**src/rtl/spi_cmd_pkg.sv**
```systemverilog
`timescale 1ns/1ps
package spi_cmd_pkg;

    typedef enum logic [1:0] {
        KIND_CMD     = 2'b00,
        KIND_WRITE   = 2'b01,
        KIND_READ    = 2'b10,
        KIND_CMD_ALT = 2'b11
    } op_kind_e;

    typedef enum logic [2:0] {
        ST_IDLE,
        ST_CMD,
        ST_ADDR,
        ST_WWAIT,
        ST_WDATA,
        ST_RDATA,
        ST_DONE
    } state_e;

endpackage

```
**src/rtl/spi_sclk_gen.sv**
```systemverilog
`timescale 1ns/1ps
// Maps the controller's active-half flag onto the serial clock pin.
module spi_sclk_gen #(
    parameter bit CPOL = 1'b0
) (
    input  logic active_half,
    output logic sclk
);
    if (CPOL) begin : g_idle_high
        assign sclk = ~active_half;
    end else begin : g_idle_low
        assign sclk = active_half;
    end
endmodule

```
**src/rtl/spi_shift_unit.sv**
```systemverilog
`timescale 1ns/1ps
// Transmit and receive shift registers with the read byte output stage.
module spi_shift_unit #(
    parameter int OP_W   = 32,
    parameter int DATA_W = 8
) (
    input  logic              clk,
    input  logic              rst_n,
    input  logic [OP_W-1:0]   op_word,
    input  logic [DATA_W-1:0] wr_data,
    input  logic              load_op,
    input  logic              load_wr,
    input  logic              shift_tx,
    input  logic              tx_drive,
    input  logic              miso,
    input  logic              sample_rx,
    input  logic              rx_last,
    output logic              mosi,
    output logic [DATA_W-1:0] rd_data,
    output logic              rd_valid
);
    localparam int PAD_W = OP_W - DATA_W;

    logic [OP_W-1:0]   tx_q;
    logic [DATA_W-1:0] rx_q;
    logic [DATA_W-1:0] rx_next;

    assign rx_next = {rx_q[DATA_W-2:0], miso};
    assign mosi    = tx_drive & tx_q[OP_W-1];

    always_ff @(posedge clk or negedge rst_n) begin
        if (!rst_n) begin
            tx_q <= '0;
        end else if (load_op) begin
            tx_q <= op_word;
        end else if (load_wr) begin
            tx_q <= {wr_data, {PAD_W{1'b0}}};
        end else if (shift_tx) begin
            tx_q <= {tx_q[OP_W-2:0], 1'b0};
        end
    end

    always_ff @(posedge clk or negedge rst_n) begin
        if (!rst_n) begin
            rx_q     <= '0;
            rd_data  <= '0;
            rd_valid <= 1'b0;
        end else begin
            rd_valid <= sample_rx & rx_last;
            if (sample_rx) begin
                rx_q <= rx_next;
                if (rx_last) begin
                    rd_data <= rx_next;
                end
            end
        end
    end
endmodule

```
**src/rtl/spi_frame_ctrl.sv**
```systemverilog
`timescale 1ns/1ps
// Frame sequencer: command, address, counted data bytes, end of frame.
module spi_frame_ctrl
    import spi_cmd_pkg::*;
#(
    parameter int CMD_W  = 8,
    parameter int ADDR_W = 24,
    parameter int DATA_W = 8,
    parameter int LEN_W  = 8
) (
    input  logic             clk,
    input  logic             rst_n,
    input  logic             op_valid,
    input  logic [1:0]       op_kind,
    input  logic [LEN_W-1:0] op_len,
    output logic             op_ready,
    input  logic             wr_valid,
    output logic             wr_ready,
    output logic             load_op,
    output logic             load_wr,
    output logic             shift_tx,
    output logic             sample_rx,
    output logic             rx_last,
    output logic             tx_drive,
    output logic             cs_n,
    output logic             active_half
);
    localparam int MAX_AC  = (ADDR_W > CMD_W) ? ADDR_W : CMD_W;
    localparam int SEG_MAX = (MAX_AC > DATA_W) ? MAX_AC : DATA_W;
    localparam int CNT_W   = $clog2(SEG_MAX);

    state_e           state_q, state_d;
    op_kind_e         kind_q;
    logic             ph_q;
    logic [CNT_W-1:0] bitcnt_q;
    logic [LEN_W-1:0] left_q;
    logic             shifting;
    logic             bit_end;
    logic             seg_last;
    logic             accept;
    logic             has_addr;
    logic             data_state;

    assign shifting   = (state_q == ST_CMD) || (state_q == ST_ADDR) ||
                        (state_q == ST_WDATA) || (state_q == ST_RDATA);
    assign data_state = (state_q == ST_WDATA) || (state_q == ST_RDATA);
    assign bit_end    = shifting & ph_q;
    assign accept     = op_valid & (state_q == ST_IDLE);
    assign has_addr   = (kind_q == KIND_WRITE) || (kind_q == KIND_READ);

    always_comb begin
        unique case (state_q)
            ST_CMD:             seg_last = (bitcnt_q == CNT_W'(CMD_W - 1));
            ST_ADDR:            seg_last = (bitcnt_q == CNT_W'(ADDR_W - 1));
            ST_WDATA, ST_RDATA: seg_last = (bitcnt_q == CNT_W'(DATA_W - 1));
            default:            seg_last = 1'b0;
        endcase
    end

    // next-state decision
    always_comb begin
        state_d = state_q;
        unique case (state_q)
            ST_IDLE:  if (accept) state_d = ST_CMD;
            ST_CMD:   if (bit_end && seg_last) state_d = has_addr ? ST_ADDR : ST_DONE;
            ST_ADDR:  if (bit_end && seg_last) begin
                          if (left_q == '0)             state_d = ST_DONE;
                          else if (kind_q == KIND_WRITE) state_d = ST_WWAIT;
                          else                           state_d = ST_RDATA;
                      end
            ST_WWAIT: if (wr_valid) state_d = ST_WDATA;
            ST_WDATA: if (bit_end && seg_last)
                          state_d = (left_q == LEN_W'(1)) ? ST_DONE : ST_WWAIT;
            ST_RDATA: if (bit_end && seg_last)
                          state_d = (left_q == LEN_W'(1)) ? ST_DONE : ST_RDATA;
            ST_DONE:  state_d = ST_IDLE;
            default:  state_d = ST_IDLE;
        endcase
    end

    // state register and frame counters
    always_ff @(posedge clk or negedge rst_n) begin
        if (!rst_n) begin
            state_q  <= ST_IDLE;
            kind_q   <= KIND_CMD;
            ph_q     <= 1'b0;
            bitcnt_q <= '0;
            left_q   <= '0;
        end else begin
            state_q <= state_d;
            ph_q    <= shifting ? ~ph_q : 1'b0;
            if (accept) begin
                kind_q <= op_kind_e'(op_kind);
                left_q <= op_len;
            end else if (bit_end && seg_last && data_state) begin
                left_q <= left_q - 1'b1;
            end
            if ((bit_end && seg_last) || (state_d != state_q)) begin
                bitcnt_q <= '0;
            end else if (bit_end) begin
                bitcnt_q <= bitcnt_q + 1'b1;
            end
        end
    end

    // outputs decoded from the registered state
    always_comb begin
        op_ready    = (state_q == ST_IDLE);
        cs_n        = (state_q == ST_IDLE) || (state_q == ST_DONE);
        wr_ready    = (state_q == ST_WWAIT);
        load_op     = accept;
        load_wr     = wr_valid & (state_q == ST_WWAIT);
        tx_drive    = (state_q == ST_CMD) || (state_q == ST_ADDR) || (state_q == ST_WDATA);
        shift_tx    = bit_end & tx_drive;
        sample_rx   = bit_end & (state_q == ST_RDATA);
        rx_last     = seg_last;
        active_half = ph_q;
    end
endmodule

```
**src/rtl/spi_cmd_engine.sv**
```systemverilog
`timescale 1ns/1ps
// SPI master running command / address / counted-data frames.
module spi_cmd_engine #(
    parameter bit CPOL   = 1'b0,
    parameter int CMD_W  = 8,
    parameter int ADDR_W = 24,
    parameter int DATA_W = 8,
    parameter int LEN_W  = 8
) (
    input  logic                    clk,
    input  logic                    rst_n,
    input  logic                    op_valid,
    output logic                    op_ready,
    input  logic [1:0]              op_kind,
    input  logic [CMD_W+ADDR_W-1:0] op_word,
    input  logic [LEN_W-1:0]        op_len,
    input  logic                    wr_valid,
    output logic                    wr_ready,
    input  logic [DATA_W-1:0]       wr_data,
    output logic                    rd_valid,
    output logic [DATA_W-1:0]       rd_data,
    output logic                    sclk,
    output logic                    cs_n,
    output logic                    mosi,
    input  logic                    miso
);
    localparam int OP_W = CMD_W + ADDR_W;

    logic load_op, load_wr, shift_tx, sample_rx, rx_last, tx_drive, active_half;

    spi_frame_ctrl #(
        .CMD_W(CMD_W), .ADDR_W(ADDR_W), .DATA_W(DATA_W), .LEN_W(LEN_W)
    ) u_ctrl (
        .clk(clk), .rst_n(rst_n),
        .op_valid(op_valid), .op_kind(op_kind), .op_len(op_len), .op_ready(op_ready),
        .wr_valid(wr_valid), .wr_ready(wr_ready),
        .load_op(load_op), .load_wr(load_wr), .shift_tx(shift_tx),
        .sample_rx(sample_rx), .rx_last(rx_last), .tx_drive(tx_drive),
        .cs_n(cs_n), .active_half(active_half)
    );

    spi_shift_unit #(.OP_W(OP_W), .DATA_W(DATA_W)) u_shift (
        .clk(clk), .rst_n(rst_n),
        .op_word(op_word), .wr_data(wr_data),
        .load_op(load_op), .load_wr(load_wr), .shift_tx(shift_tx), .tx_drive(tx_drive),
        .miso(miso), .sample_rx(sample_rx), .rx_last(rx_last),
        .mosi(mosi), .rd_data(rd_data), .rd_valid(rd_valid)
    );

    spi_sclk_gen #(.CPOL(CPOL)) u_sclk (
        .active_half(active_half),
        .sclk(sclk)
    );
endmodule

```
**config.mk**
```make
export PLATFORM = sky130hd
export DESIGN_NAME = spi_cmd_engine
export DESIGN_NICKNAME = d
export VERILOG_FILES = /design/src/rtl/spi_cmd_pkg.sv /design/src/rtl/spi_sclk_gen.sv /design/src/rtl/spi_shift_unit.sv /design/src/rtl/spi_frame_ctrl.sv /design/src/rtl/spi_cmd_engine.sv
export SDC_FILE = /design/constraint.sdc
export NUM_CORES = 1
export LEC_CHECK = 0
export BUFFER_PORTS_ARGS = -buffer_cell sky130_fd_sc_hd__buf_2
export CAP_MARGIN = 10
export CELL_PAD_IN_SITES_DETAIL_PLACEMENT = 1
export CELL_PAD_IN_SITES_GLOBAL_PLACEMENT = 2
export CORE_MARGIN = 4
export CORE_UTILIZATION = 37
export CTS_CLUSTER_SIZE = 12
export DETAILED_ROUTE_END_ITERATION = 6
export PLACE_DENSITY_LB_ADDON = 0.1
export REMOVE_ABC_BUFFERS = 1
export SLEW_MARGIN = 20
export SYNTH_ARGS = -nofsm -noshare
export SYNTH_HDL_FRONTEND = slang
export SYNTH_SLANG_ARGS = --single-unit
```
**constraint.sdc**
```tcl
create_clock -name clk -period 4.4 [get_ports clk]
set_input_delay 0.88 -clock clk [delete_from_list [all_inputs] [get_ports clk]]
set_output_delay 0.88 -clock clk [all_outputs]
set_load 0.02 [all_outputs]
```
==> impl_table.tex <==
\begin{tabular}{lr}
\hline
Metric & Value \\
\hline
\multicolumn{2}{l}{\textbf{Timing}} \\
Slew Limit Fails & 0 \\
Tightest Pin Transition & approximately 0.79 ns \\
Setup TNS Final & 0 ns \\
Setup-failing EPs final & 0 \\
FMAX & roughly 360 MHz \\
Worst slew margin & 0.477 \\
Setup clock skew after layout & 0.0110 ns \\
Unrepaired setup endpoints after global routing & no \\
Post-route fraction of the period consumed by the critical path & 0.636 \\
Count of final hold-check violations & 0 \\
Slack of the critical path & 1.60 ns \\
Fin crit period & 2.80 ns \\
\multicolumn{2}{l}{\textbf{Floorplan}} \\
Number of rows in the core area & 35 \\
Width of the die & 106 um \\
Initial core utilization & 0.382 \\
Core Box Area & 9240 um2 \\
Number of placed I/O pins & 69 \\
Total Die Area & roughly 11000 um2 \\
Die Span Y & 106 um \\
\multicolumn{2}{l}{\textbf{Route}} \\
Final wirelength & 8290 um \\
Post-detailed-route wirelength per cell & $\sim$16 um \\
First DRT Iteration DRCs & 128 \\
Total vias in the final route & around 2700 \\
Antenna-violating nets left & 0 \\
Initial DRT Pass Iterations & 6 \\
Number of remaining DRC errors & 0 \\
Post-detailed-route via-to-cell ratio & 5.21 \\
\multicolumn{2}{l}{\textbf{Placed design}} \\
Post-placement cell area & 3910 um2 \\
IO Port Bufs & between 60 and 70 \\
Place WS & 1.95 ns \\
Final GP Congestion & 0.744 \\
HPWL after DPL & 5750 um \\
\multicolumn{2}{l}{\textbf{Min path}} \\
Launch point of the worst hold path & u\_shift.tx\_q[14] \\
Type of the tightest min-delay check & reg -> reg \\
Endpoint of the worst hold-timing path & u\_shift.tx\_q[15] \\
WHS Path Cells & 2 \\
\multicolumn{2}{l}{\textbf{Global routing}} \\
GRT Overall Usage & 0.154 \\
Antenna violations before repair & 0 \\
Pin count of the biggest net entering global routing & between 50 and 60 \\
Vias in the first global route & 2919 \\
Wire length of the first global-routing pass & 14100 um \\
Global route total overflow & 0 \\
\multicolumn{2}{l}{\textbf{Yosys}} \\
Post-synth ARST share & 1.00 \\
Number of distinct library cell variants in the gate-level netlist after synthesis & 55 \\
Cells after synthesis & approximately 330 \\
Seq cells post-synth & 67 \\
Cell area after technology mapping & approximately 3500 um2 \\
EDFF count, synth & 0 \\
Largest cells by area after synthesis & dfrtp\_1 (48\%), nand2\_1 (7.3\%), a32oi\_1 (6.0\%) \\
Top cell type by total area after synthesis & dfrtp\_1 \\
Synth warnings & 0 \\
Portion of synthesized cell area occupied by the leading cell type & 0.475 \\
Mean area per synthesized cell & 10.6 um2 \\
Sequential share of the synthesized area & 0.475 \\
Post-synth top flop & dfrtp\_1 \\
\multicolumn{2}{l}{\textbf{Layout}} \\
Number of nets in the layout & around 450 \\
Fraction of final layout cells with drive strength greater than 1 & 0.282 \\
Antenna cells & 0 \\
Final non-filler cell area & 4090 um2 \\
P\&R area growth vs syn & 15.9\% \\
\multicolumn{2}{l}{\textbf{Worst setup path}} \\
Kind of launch point of the worst setup path & flop \\
Reg-to-reg critical path endpoint & u\_shift.tx\_q[31] \\
Capturing element type of the critical path & output pin \\
Buf/Inv on CP & 1 \\
Cells along the critical path & and2b\_1, nor3\_1, buf\_2 \\
Type of the worst setup path & reg -> out \\
Critical Path RT & between 3 and 4 ns \\
Largest fanout on the critical path & 20 \\
R2r worst-path depth & 5 \\
RR Startpoint & u\_ctrl.state\_q[0] \\
Setup slack of the most critical reg-to-reg path & 2.04 ns \\
Biggest cell delay along the critical path & 0.84 ns \\
Top Family by Delay on Critical Path & flip-flops \\
Slowest CP cell & dfrtp\_1 \\
Critical path data arrival time & 1.92 ns \\
\multicolumn{2}{l}{\textbf{Power}} \\
P\_leak & between 2 and 2.5 nW \\
Peak ir drop on the vdd network & 0.000200 V \\
Power density relative to cell area & roughly 660 nW/um2 \\
\multicolumn{2}{l}{\textbf{CTS}} \\
Insertion delay of the later-clocked pin in the worst-skew pair & 0.35 ns \\
TritonCTS clock tree & built \\
Post-CTS clock slew at the launch and capture registers of the worst setup and hold paths & 0.09 ns \\
Library cell used as clock root buffer & clkbuf\_8 \\
Clock sink count & between 60 and 70 \\
Max Buffers Root-to-Sink & 2 \\
Inserted Clock Buffers & 9 \\
Cts repair resizes & 0 \\
Deepest level of the CTS H-tree & 3 \\
Hold bufs inserted after CTS & 0 \\
Buffer count from post-CTS setup fixing & 0 \\
\multicolumn{2}{l}{\textbf{Run status}} \\
Outcome & complete, no violations \\
\multicolumn{2}{l}{\textbf{Job}} \\
Max capacitance violation total & 0 \\
\hline
\end{tabular}
==> power by group <==
| part | internal [W] | leakage [nW] | switching (W) | total (W) |
|---|---|---|---|---|
| clock | 0.000213 | 0.0886 | 0.000268 | 0.000481 |
| combinational | 0.000505 | 1.12 | 0.000582 | 0.00109 |
| sequential | 0.000874 | 0.850 | 0.000238 | 0.00111 |
==> state kept, by name, indices dropped and copies added (netlist names) <==
register            cells
u_ctrl.kind_q           2
u_ctrl.state_q          3
u_ctrl.active_half      1
u_ctrl.left_q           8
u_shift.rd_valid        1
u_shift.rd_data         8
u_shift.tx_q           32
u_ctrl.bitcnt_q         5
u_shift.rx_q            7
==> worst min-delay path, cell delays in order, from the launching register on <==
cell     delay [ns]
dfrtp_1        0.35
nand2_1        0.05
nand2_1        0.05
==> synthesized netlist by cell type (4+ instances only) <==
cell      count
a211oi_1      6
a32oi_1      24
and3_1        4
buf_2        13
buf_6         4
dfrtp_1      67
ha_1          5
inv_1         7
mux2_1       10
mux2_2        7
mux2_4        8
mux2i_1      10
nand2_1      69
nand3_1       5
nand4_1       6
nor2_1       11
o21ai_0      12
o21ai_1       5
xor2_1        6
==> cell usage in the layout (no fill, tap or decap), types with 6 or more instances in the layout <==
cell	n
a211oi_1	6
a32oi_1	24
buf_2	68
clkbuf_8	9
dfrtp_1	67
inv_1	7
mux2_1	10
mux2_2	7
mux2_4	8
mux2i_1	10
nand2_1	69
nand4_1	6
nor2_1	11
o21ai_0	12
xor2_1	6
==> metal layers <==
layer | global-route usage | share of wire | vias up
li1 | - | - | 1325
met4 | 0.0527 | 0.0053 | 0
met1 | 0.206 | 0.48 | 1357
met3 | 0.0349 | 0.042 | 4
met5 | 0 | 0 | -
met2 | 0.247 | 0.48 | 54
==> how the worst max path moves through the flow <==
stage / start / end / slack [ns] / cells past startpoint
after floorplan: op_valid / u_shift.tx_q[24] / 1.13 / 4
after global placement: wr_valid / u_shift.tx_q[26] / 1.99 / 4
after detailed placement: wr_valid / u_shift.tx_q[25] / 1.95 / 4
after CTS: u_ctrl.state_q[2] / cs_n / 1.58 / 3
after global routing: u_ctrl.state_q[0] / mosi / 1.47 / 3
final: u_ctrl.state_q[2] / cs_n / 1.60 / 3
==> metrics by stage <==
step | hold WS, ns | power [W] | util | std cells
2_1_floorplan | 0.439 | 0.00188 | - | 310
3_3_place_gp | 0.449 | 0.00219 | 0.423 | 510
3_5_place_dp | 0.465 | 0.00223 | 0.423 | 510
4_1_cts | 0.482 | 0.00273 | 0.443 | 526
5_1_grt | 0.507 | 0.00291 | 0.443 | 526
6_report | 0.475 | 0.00268 | 0.443 | 526
==> area by class of cell <==
cell class              count  area, um2
fillers                  1072       5150
multi-input cells         235       1680
well taps                 129        161
inverters                   8       30.0
repair buffers             71        363
clock inverters             7       57.6
clock buffers               9        124
flip-flops and latches     67       1680
==> cell families (layout without fill, tap and decap cells) <==
family / count (synthesis) / count (layout) / synth area share
flops: 67 / 67 / 0.475
xor+xnor: 9 / 9 / 0.0245
compound gates: 64 / 64 / 0.134
fa+ha+maj: 5 / 5 / 0.0177
simple gates: 122 / 122 / 0.182
buf+inv: 30 / 95 / 0.0496
mux: 35 / 35 / 0.117
No activity file was read; power rests on OpenSTA's default activity.
